## config.mk

```make
export PLATFORM = sky130hd
export DESIGN_NAME = vpic_top
export DESIGN_NICKNAME = d
export VERILOG_FILES = /design/src/rtl/vpic_pkg.sv /design/src/rtl/vpic_regs.sv /design/src/rtl/vpic_rank.sv /design/src/rtl/vpic_arb.sv /design/src/rtl/vpic_top.sv
export SDC_FILE = /design/constraint.sdc
export NUM_CORES = 1
export LEC_CHECK = 0
export BUFFER_PORTS_ARGS = -buffer_cell sky130_fd_sc_hd__buf_4
export CORE_UTILIZATION = 54
export DETAILED_ROUTE_END_ITERATION = 7
export PLACE_DENSITY = 0.76
export SYNTH_ARGS = -nofsm -noshare
export SYNTH_HDL_FRONTEND = slang
export SYNTH_SLANG_ARGS = --single-unit
```

## constraint.sdc

```tcl
create_clock -name clk_i -period 3.1 [get_ports clk_i]
set_input_delay 0.31 -clock clk_i [delete_from_list [all_inputs] [get_ports clk_i]]
set_output_delay 0.31 -clock clk_i [all_outputs]
set_load 0.005 [all_outputs]
```

## src/rtl/vpic_pkg.sv

```systemverilog
package vpic_pkg;

  typedef enum logic [1:0] {
    A_CFG   = 2'd0,
    A_MASK  = 2'd1,
    A_INSVC = 2'd2,
    A_VEC   = 2'd3
  } vpic_addr_e;

  localparam int unsigned HP_W      = 5;
  localparam int unsigned LVL_W     = 3;
  localparam int unsigned N_SLOTS   = 4;
  localparam int unsigned SLOT_W    = 2;
  localparam int unsigned GIE_BIT   = 7;
  localparam int unsigned HP_LSB    = 8;
  localparam int unsigned LVL_LSB   = 13;
  localparam int unsigned SLOT_LSB  = 16;

  typedef struct packed {
    logic [N_SLOTS-1:0][SLOT_W-1:0] slot;
    logic [LVL_W-1:0]               lvl;
    logic [HP_W-1:0]                hp;
    logic                           gie;
  } vpic_cfg_t;

  function automatic vpic_cfg_t cfg_unpack(input logic [31:0] w);
    vpic_cfg_t c;
    c.gie = w[GIE_BIT];
    c.hp  = w[HP_LSB +: HP_W];
    c.lvl = w[LVL_LSB +: LVL_W];
    for (int k = 0; k < N_SLOTS; k++) begin
      c.slot[k] = w[SLOT_LSB + SLOT_W*k +: SLOT_W];
    end
    return c;
  endfunction

  function automatic logic [31:0] cfg_pack(input vpic_cfg_t c);
    logic [31:0] w;
    w = '0;
    w[GIE_BIT]           = c.gie;
    w[HP_LSB +: HP_W]    = c.hp;
    w[LVL_LSB +: LVL_W]  = c.lvl;
    for (int k = 0; k < N_SLOTS; k++) begin
      w[SLOT_LSB + SLOT_W*k +: SLOT_W] = c.slot[k];
    end
    return w;
  endfunction

  function automatic vpic_cfg_t cfg_reset();
    vpic_cfg_t c;
    c.gie = 1'b0;
    c.hp  = '0;
    c.lvl = '0;
    for (int k = 0; k < N_SLOTS; k++) begin
      c.slot[k] = SLOT_W'(k);
    end
    return c;
  endfunction

endpackage

```

## src/rtl/vpic_regs.sv

```systemverilog
module vpic_regs
  import vpic_pkg::*;
#(
  parameter int unsigned N_SRC   = 32,
  parameter int unsigned VEC_W   = $clog2(N_SRC),
  parameter int unsigned ERR_VEC = 0
) (
  input  logic              clk_i,
  input  logic              rst_ni,
  input  logic              wr_i,
  input  logic [1:0]        addr_i,
  input  logic [31:0]       wdata_i,
  input  logic              win_valid_i,
  input  logic [VEC_W-1:0]  win_idx_i,
  output logic [31:0]       rdata_o,
  output vpic_cfg_t         cfg_o,
  output logic [N_SRC-1:0]  mask_o,
  output logic [N_SRC-1:0]  insvc_o
);

  localparam int unsigned VEC_LSB = 16 - VEC_W;

  vpic_cfg_t         cfg_q, cfg_d;
  logic [N_SRC-1:0]  mask_q, mask_d;
  logic [N_SRC-1:0]  insvc_q, insvc_d;
  logic [VEC_W-1:0]  vec_q, vec_d;
  logic              cfg_en, mask_en, insvc_en, vec_en;
  logic              ack, clr_wr;

  // Decode of the write strobe into per-register enables
  always_comb begin
    ack      = wr_i && (addr_i == A_VEC) && wdata_i[0];
    clr_wr   = wr_i && (addr_i == A_INSVC);
    cfg_en   = wr_i && (addr_i == A_CFG);
    mask_en  = wr_i && (addr_i == A_MASK);
    vec_en   = ack;
    insvc_en = clr_wr || (ack && win_valid_i);
  end

  // Next-state values
  always_comb begin
    cfg_d  = cfg_unpack(wdata_i);
    mask_d = wdata_i[N_SRC-1:0];
    vec_d  = win_valid_i ? win_idx_i : VEC_W'(ERR_VEC);
    if (clr_wr) begin
      insvc_d = insvc_q & ~wdata_i[N_SRC-1:0];
    end else begin
      insvc_d = insvc_q | (N_SRC'(1) << win_idx_i);
    end
  end

  always_ff @(posedge clk_i or negedge rst_ni) begin
    if (!rst_ni) begin
      cfg_q   <= cfg_reset();
      mask_q  <= '0;
      insvc_q <= '0;
      vec_q   <= VEC_W'(ERR_VEC);
    end else begin
      if (cfg_en)   cfg_q   <= cfg_d;
      if (mask_en)  mask_q  <= mask_d;
      if (insvc_en) insvc_q <= insvc_d;
      if (vec_en)   vec_q   <= vec_d;
    end
  end

  // Read multiplexer
  always_comb begin
    rdata_o = '0;
    unique case (addr_i)
      A_CFG:   rdata_o = cfg_pack(cfg_q);
      A_MASK:  rdata_o[N_SRC-1:0] = mask_q;
      A_INSVC: rdata_o[N_SRC-1:0] = insvc_q;
      default: rdata_o[VEC_LSB +: VEC_W] = vec_q;
    endcase
  end

  assign cfg_o   = cfg_q;
  assign mask_o  = mask_q;
  assign insvc_o = insvc_q;

  p_ack_marks_insvc_r8: assert property (@(posedge clk_i) disable iff (!rst_ni)
    (ack && win_valid_i) |=> (insvc_q[$past(win_idx_i)] && (vec_q == $past(win_idx_i))));

  p_err_keeps_insvc_r10: assert property (@(posedge clk_i) disable iff (!rst_ni)
    (ack && !win_valid_i) |=> ($stable(insvc_q) && (vec_q == VEC_W'(ERR_VEC))));

  p_vec_hold_r4: assert property (@(posedge clk_i) disable iff (!rst_ni)
    !ack |=> $stable(vec_q));

  p_w1c_clears_r9: assert property (@(posedge clk_i) disable iff (!rst_ni)
    clr_wr |=> ((insvc_q & $past(wdata_i[N_SRC-1:0])) == '0));

endmodule

```

## src/rtl/vpic_rank.sv

```systemverilog
module vpic_rank
  import vpic_pkg::*;
#(
  parameter int unsigned N_SRC    = 32,
  parameter int unsigned VEC_W    = $clog2(N_SRC),
  parameter int unsigned GRP_BASE = 27,
  localparam int unsigned SC_W    = VEC_W + 1
) (
  input  vpic_cfg_t             cfg_i,
  output logic [N_SRC-1:0][SC_W-1:0] score_o
);

  for (genvar v = 0; v < N_SRC; v++) begin : g_src
    logic promo;
    assign promo = (cfg_i.hp == HP_W'(v));

    if ((v >= GRP_BASE) && (v < GRP_BASE + N_SLOTS)) begin : g_grp
      logic [VEC_W-1:0] rank;
      // Highest slot naming this group sets its position
      always_comb begin
        rank = VEC_W'(v);
        for (int k = 0; k < N_SLOTS; k++) begin
          if (cfg_i.slot[k] == SLOT_W'(v - GRP_BASE)) begin
            rank = VEC_W'(GRP_BASE + k);
          end
        end
      end
      assign score_o[v] = {promo, rank};
    end else begin : g_plain
      assign score_o[v] = {promo, VEC_W'(v)};
    end
  end

endmodule

```

## src/rtl/vpic_arb.sv

```systemverilog
module vpic_arb #(
  parameter int unsigned N_SRC = 32,
  parameter int unsigned VEC_W = $clog2(N_SRC),
  localparam int unsigned SC_W = VEC_W + 1
) (
  input  logic [N_SRC-1:0]            elig_i,
  input  logic [N_SRC-1:0][SC_W-1:0]  score_i,
  output logic                        valid_o,
  output logic [VEC_W-1:0]            idx_o
);

  logic [SC_W-1:0] best;

  // Ascending scan with >= so equal scores resolve to the higher vector
  always_comb begin
    valid_o = 1'b0;
    idx_o   = '0;
    best    = '0;
    for (int v = 0; v < N_SRC; v++) begin
      if (elig_i[v] && (!valid_o || (score_i[v] >= best))) begin
        valid_o = 1'b1;
        idx_o   = VEC_W'(v);
        best    = score_i[v];
      end
    end
  end

endmodule

```

## src/rtl/vpic_top.sv

```systemverilog
module vpic_top
  import vpic_pkg::*;
#(
  parameter int unsigned N_SRC    = 32,
  parameter int unsigned GRP_BASE = 27,
  parameter int unsigned ERR_VEC  = 0,
  localparam int unsigned VEC_W   = $clog2(N_SRC),
  localparam int unsigned SC_W    = VEC_W + 1
) (
  input  logic              clk_i,
  input  logic              rst_ni,
  input  logic [N_SRC-1:0]  src_req_i,
  input  logic              bus_wr_i,
  input  logic [1:0]        bus_addr_i,
  input  logic [31:0]       bus_wdata_i,
  output logic [31:0]       bus_rdata_o,
  output logic              irq_o,
  output logic [2:0]        irq_level_o
);

  logic [1:0]              rst_sync_q;
  logic                    rst_n;
  vpic_cfg_t               cfg;
  logic [N_SRC-1:0]        mask_q, insvc_q, elig;
  logic [N_SRC-1:0][SC_W-1:0] score;
  logic                    win_valid;
  logic [VEC_W-1:0]        win_idx;
  logic                    irq_d, irq_q;

  // Reset: asserted asynchronously, released on the clock
  always_ff @(posedge clk_i or negedge rst_ni) begin
    if (!rst_ni) rst_sync_q <= '0;
    else         rst_sync_q <= {rst_sync_q[0], 1'b1};
  end
  assign rst_n = rst_sync_q[1];

  vpic_regs #(.N_SRC(N_SRC), .VEC_W(VEC_W), .ERR_VEC(ERR_VEC)) u_regs (
    .clk_i       (clk_i),
    .rst_ni      (rst_n),
    .wr_i        (bus_wr_i),
    .addr_i      (bus_addr_i),
    .wdata_i     (bus_wdata_i),
    .win_valid_i (win_valid),
    .win_idx_i   (win_idx),
    .rdata_o     (bus_rdata_o),
    .cfg_o       (cfg),
    .mask_o      (mask_q),
    .insvc_o     (insvc_q)
  );

  vpic_rank #(.N_SRC(N_SRC), .VEC_W(VEC_W), .GRP_BASE(GRP_BASE)) u_rank (
    .cfg_i   (cfg),
    .score_o (score)
  );

  always_comb begin
    elig          = src_req_i & mask_q & ~insvc_q;
    elig[ERR_VEC] = 1'b0;
  end

  vpic_arb #(.N_SRC(N_SRC), .VEC_W(VEC_W)) u_arb (
    .elig_i  (elig),
    .score_i (score),
    .valid_o (win_valid),
    .idx_o   (win_idx)
  );

  always_comb irq_d = cfg.gie && (|elig);

  always_ff @(posedge clk_i or negedge rst_n) begin
    if (!rst_n) irq_q <= 1'b0;
    else        irq_q <= irq_d;
  end

  assign irq_o       = irq_q;
  assign irq_level_o = cfg.lvl;

  p_gie_gates_line_r3: assert property (@(posedge clk_i) disable iff (!rst_n)
    !cfg.gie |=> !irq_o);

  p_winner_unmasked_r2: assert property (@(posedge clk_i) disable iff (!rst_n)
    win_valid |-> (mask_q[win_idx] && src_req_i[win_idx] && !insvc_q[win_idx]));

  p_err_never_wins_r10: assert property (@(posedge clk_i) disable iff (!rst_n)
    win_valid |-> (win_idx != VEC_W'(ERR_VEC)));

  p_line_drops_r12: assert property (@(posedge clk_i) disable iff (!rst_n)
    ((src_req_i & mask_q & ~insvc_q) == '0) |=> !irq_o);

endmodule

```

==> impl_metrics.toml, run 1 <==
[global_route]
grt-ovfl-total = 172
grt_max_degree = 41
grt_use_total = 0.785

[yosys]
ys_warn_count = 0
ys_async_sr_fraction = 1.00
ys_ff_latch = 89
synth_top_cell_by_area = "dfrtp_1"
yosysSeqAreaShare = 0.304
avgSynthCellArea_um2 = 8.91
synth_edf_count = 0
synthTopCellsByArea = "dfrtp_1 (29%), mux2_2 (8.1%), ha_1 (6.1%)"
ys.flop_type = "dfrtp_1"
syn_nets = 928
syn_inst = 823
synth_cell_types = 94
syn_area_mm2 = 0.00733
synth_top_area_frac = 0.290

[floorplanning]
initial_core_util = 0.554
row_count = 42
die_x_um = 119
die_y_um = 119
io_pins = 105

[placed_design]
place_area_mm2 = 0.0108
gp_congestion = 0.940
dp_hpwl_mm = 23.7
port_buffers = 103

[clocking]
cts_sinks = 89
root_buffer = "clkbuf_16"
htreeDepth = 3
clock_tree.buffer_depth = 2
cts_buffers = 9

[timing]
worstEndpointType = "sequential cell input"
worstEndpointGrtRepair = "u_regs.insvc_o[18]$_DFFE_PN0P_/D"

[run_status]
status = "stopped before the end"
error_line = "[ERROR GRT-0232] Routing congestion too high. Check the congestion heatmap in the GUI."
stop_stage = "global routing (5_1_grt)"
## Yosys cell counts (5+ instances only)
library cell,count
nor2_1,78
and3b_1,11
a22o_1,18
nor2b_1,11
ha_1,36
inv_1,10
nor3_1,15
o21ai_0,45
and2_1,7
nor4_1,7
nand2_1,115
o31a_1,5
mux2i_1,16
o21a_1,8
o21ai_1,5
a21o_1,11
nand3b_1,31
a211oi_1,6
mux4_2,5
o31ai_1,8
nand2b_1,17
nand3_1,20
or2_2,11
clkbuf_1,22
a21oi_1,24
nor3b_1,6
a31oi_1,11
a32o_1,8
dfrtp_1,85
mux2_2,53
nand4_1,5
## kinds of logic after synthesis
| family | after synthesis | share of synthesized area |
|---|---|---|
| compound gates | 216 | 0.222 |
| buf+inv | 43 | 0.0253 |
| simple gates | 363 | 0.266 |
| fa+ha+maj | 36 | 0.0614 |
| mux | 75 | 0.120 |
| flops | 89 | 0.304 |
| other cells | 1 | 0.000512 |
## through the flow
| step | worst slack, ns | util | instances |
|---|---|---|---|
| after floorplan | -21.82 | - | 823 |
| after global placement | -21.96 | 0.818 | 1370 |
| after CTS | -22.04 | 0.886 | 1427 |
| after detailed placement | -22.99 | 0.818 | 1370 |
## metal layers
layer,GRT overflow,track usage
met5,0,0.0441
met4,60,0.847
met3,0,0.557
met2,112,1.00
met1,0,0.786
## repair_timing
item / in CTS
gates resized for setup: 60
hold endpoints to repair: 2
hold buffers: 1
buffers inserted: 40
gates cloned: 0
pin swaps: 84
endpoints found under the setup margin: 36
==> inputs of run 2 (changes only) <==
- CORE_UTILIZATION: 54 -> 39
- PLACE_DENSITY: 0.76 -> not set
- PLACE_DENSITY_LB_ADDON: not set -> 0.15
==> run 2 against run 1 <==
- the flow now finishes, with violations (setup timing)
- area after synthesis is the same
- synthesized cell count unchanged
==> impl_metrics.toml, run 2 <==
[floorplanning]
die_x_um = 139
dieArea_mm2 = 0.0193
fp.coreArea_mm2 = 0.0182
io_pins = 105
die_y_um = 139
initial_core_util = 0.403
row_count = 49

[yosys]
syn_area_mm2 = 0.00733
yosysSeqAreaShare = 0.304
ys_async_sr_fraction = 1.00
synth_edf_count = 0
synth.most_common_cell = "nand2_1"
synth_common_cells = "nand2_1 (115), dfrtp_1 (85), nor2_1 (78)"
synthTopCellsByArea = "dfrtp_1 (29%), mux2_2 (8.1%), ha_1 (6.1%)"
synth_cell_types = 94
ys_ff_latch = 89
avgSynthCellArea_um2 = 8.91
syn_inst = 823
ys_warn_count = 0
synth_top_cell_by_area = "dfrtp_1"
synth_top_area_frac = 0.290
syn_nets = 928
ys.flop_type = "dfrtp_1"

[power_and_ir_drop]
power_switching_mw = 5.16
finalPower_mw = 12.3
p_comb_frac = 0.789
sw_frac_of_total = 0.419
ir_drop_mv = 0.635
clockPowerShare = 0.085
powerDensity_mw_per_mm2 = 953
p_leak_nw = 5.98
p_int_mw = 7.14
power_frac_seq = 0.126

[timing]
finalSetupViolCount = 36
tightest_slew_ns = 0.702
drv_slew = 0
layout_setup_ws_ns = -22.00
hold_violations = 0
period_share = 8.10
relSlewSlack = 0.530
min_period_ns = 25.10
max_freq_mhz = 39.8
fin_skew_ns = 0.0121
hold_ws_ns = 0.179
rsz0062_at_grt = "true"

[final_layout]
nFillCells = 1331
syn2layout_area_growth_pct = 76.1
layout_common_cells = "buf_4 (507), nand2_1 (104), dfrtp_1 (84)"
mostFrequentLayoutCell = "buf_4"
final_nets = 1435
drive_gt1_frac = 0.593
fin_area_mm2 = 0.0129
diodes = 0
fin_util = 0.709

[clocking]
clkLatencyLatePin_ns = 0.34
cts_buffers = 9
cts_sinks = 89
cts_tree = "yes"
htreeDepth = 3
clock_tree.buffer_depth = 2
clk_pin_slew_ns = 0.07
root_buffer = "clkbuf_16"

[worst_setup_path]
cp_max_fo = 5
regToRegSetupSlack_ns = -22.00
critPathArrivalTime_ns = 25.38
start_kind = "flip-flop"
timing.rr.start = "u_regs.cfg_o[5]$_DFFE_PN0P_"
reg2reg_to = "u_regs.insvc_o[27]$_DFFE_PN0P_"
critical-path-slowest-cell = "or4_4"
cp.required_ns = 3.38
crit_type = "flip-flop to flip-flop"
max_stage_delay_ns = 0.43
crit_top_cell = "ha_4"
end_kind = "flip-flop"
reg2regPathDepth = 142

[drt]
drtIter0Drc = 671
vias = 8901
route.detailed.drc = 0
wl_per_cell_um = 19.8
routed_via_density = 5.69
first_pass_iters = 5
drtAntennaViolNets = 0
drt_wl_total_mm = 31.0

[placed_design]
pre_cts_slack_ns = -22.18
place_area_mm2 = 0.0110
gp_congestion = 0.937
port_buffers = 103
dp_hpwl_mm = 21.9

[global_route]
grt_pass1_vias = 8712
grt_use_total = 0.311
grt_pass1_wl_mm = 46.7
antenna_found_initial = 1
grt_max_degree = 51
grt-ovfl-total = 0

[min_path]
min_to = "u_regs.insvc_o[0]$_DFFE_PN0P_"
hold_path_depth = 2
min-delay-start = "bus_wdata_i[0]"
worstHoldPathType = "input port to flip-flop"

[run_status]
violations = "setup timing"
status = "finished, violations left"

[run]
drv_cap = 0
==> run 2: cell counts after synthesis <==
No cell type changed its count.
==> run 2: power by group through the flow <==
stage,Combinational [mW],Sequential [mW],Clock (mW)
CTS,8.43,1.54,1.05
global route,10.3,1.57,1.10
detailed placement,6.98,1.56,0
finish,9.71,1.55,1.05
global placement,6.90,1.55,0
floorplan,3.67,1.57,0
==> run 2: area by class of cell <==
cell class	instances	area (um2)	share of cell area
well taps	229	287	0.0222
clock buffers	11	243	0.0188
clock inverters	5	38.8	0.00300
inverters	10	37.5	0.00291
flip-flops and latches	89	2240	0.173
multi-input cells	691	5950	0.461
repair buffers	529	4110	0.319
==> run 2: cell families after synthesis <==
logic type	count (synthesis)	share of synthesized area
simple gates	363	0.266
compound gates	216	0.222
other cells	1	0.000512
buf+inv	43	0.0253
mux	75	0.120
fa+ha+maj	36	0.0614
flops	89	0.304
==> run 2: timing repair <==
item                       in CTS  in global routing
hold endpoints to repair        2                  0
setup endpoints to repair      36                 36
pin swaps                      69                 73
hold buffers                    1                  0
gates resized for setup        68                 68
buffers inserted               93                 31
==> run 2: worst max path at each step <==
stage / slack [ns] / endpoint / startpoint
finish: -22.00 / u_regs.insvc_o[27]$_DFFE_PN0P_ / u_regs.cfg_o[5]$_DFFE_PN0P_
global route: -23.28 / u_regs.insvc_o[6]$_DFFE_PN0P_ / u_regs.cfg_o[5]$_DFFE_PN0P_
CTS: -21.47 / u_regs.insvc_o[6]$_DFFE_PN0P_ / u_regs.cfg_o[5]$_DFFE_PN0P_
detailed placement: -22.18 / u_regs.insvc_o[18]$_DFFE_PN0P_ / u_regs.cfg_o[1]$_DFFE_PN0P_
global placement: -21.77 / u_regs.insvc_o[18]$_DFFE_PN0P_ / u_regs.cfg_o[1]$_DFFE_PN0P_
floorplan: -21.82 / u_regs.insvc_o[18]$_DFFE_PN0P_ / u_regs.cfg_o[1]$_DFFE_PN0P_
==> run 2: per-stage QoR <==
step	setup TNS [ns]	std cells
3_5_place_dp	-794.41	1429
2_1_floorplan	-780.39	823
5_1_grt	-835.14	1564
6_report	-788.82	1564
3_3_place_gp	-778.67	1429
4_1_cts	-769.48	1538
==> run 2: critical path, delay by kind of cell, from the launching register on <==
kind,cells,cell delay (ns)
compound gates,65,11.56
fa+ha+maj,24,5.70
simple gates,39,5.20
buf+inv,10,1.18
mux,4,0.96
flops,1,0.38
==> run 2: metal layers <==
metal	global-route usage	up-vias	wire length (um)
met5	0	-	0
met4	0.120	0	979
met3	0.0397	77	1730
met2	0.503	332	14400
met1	0.423	4373	13900
li1	-	4119	-
Note: power is estimated with default switching activity, not from simulation.
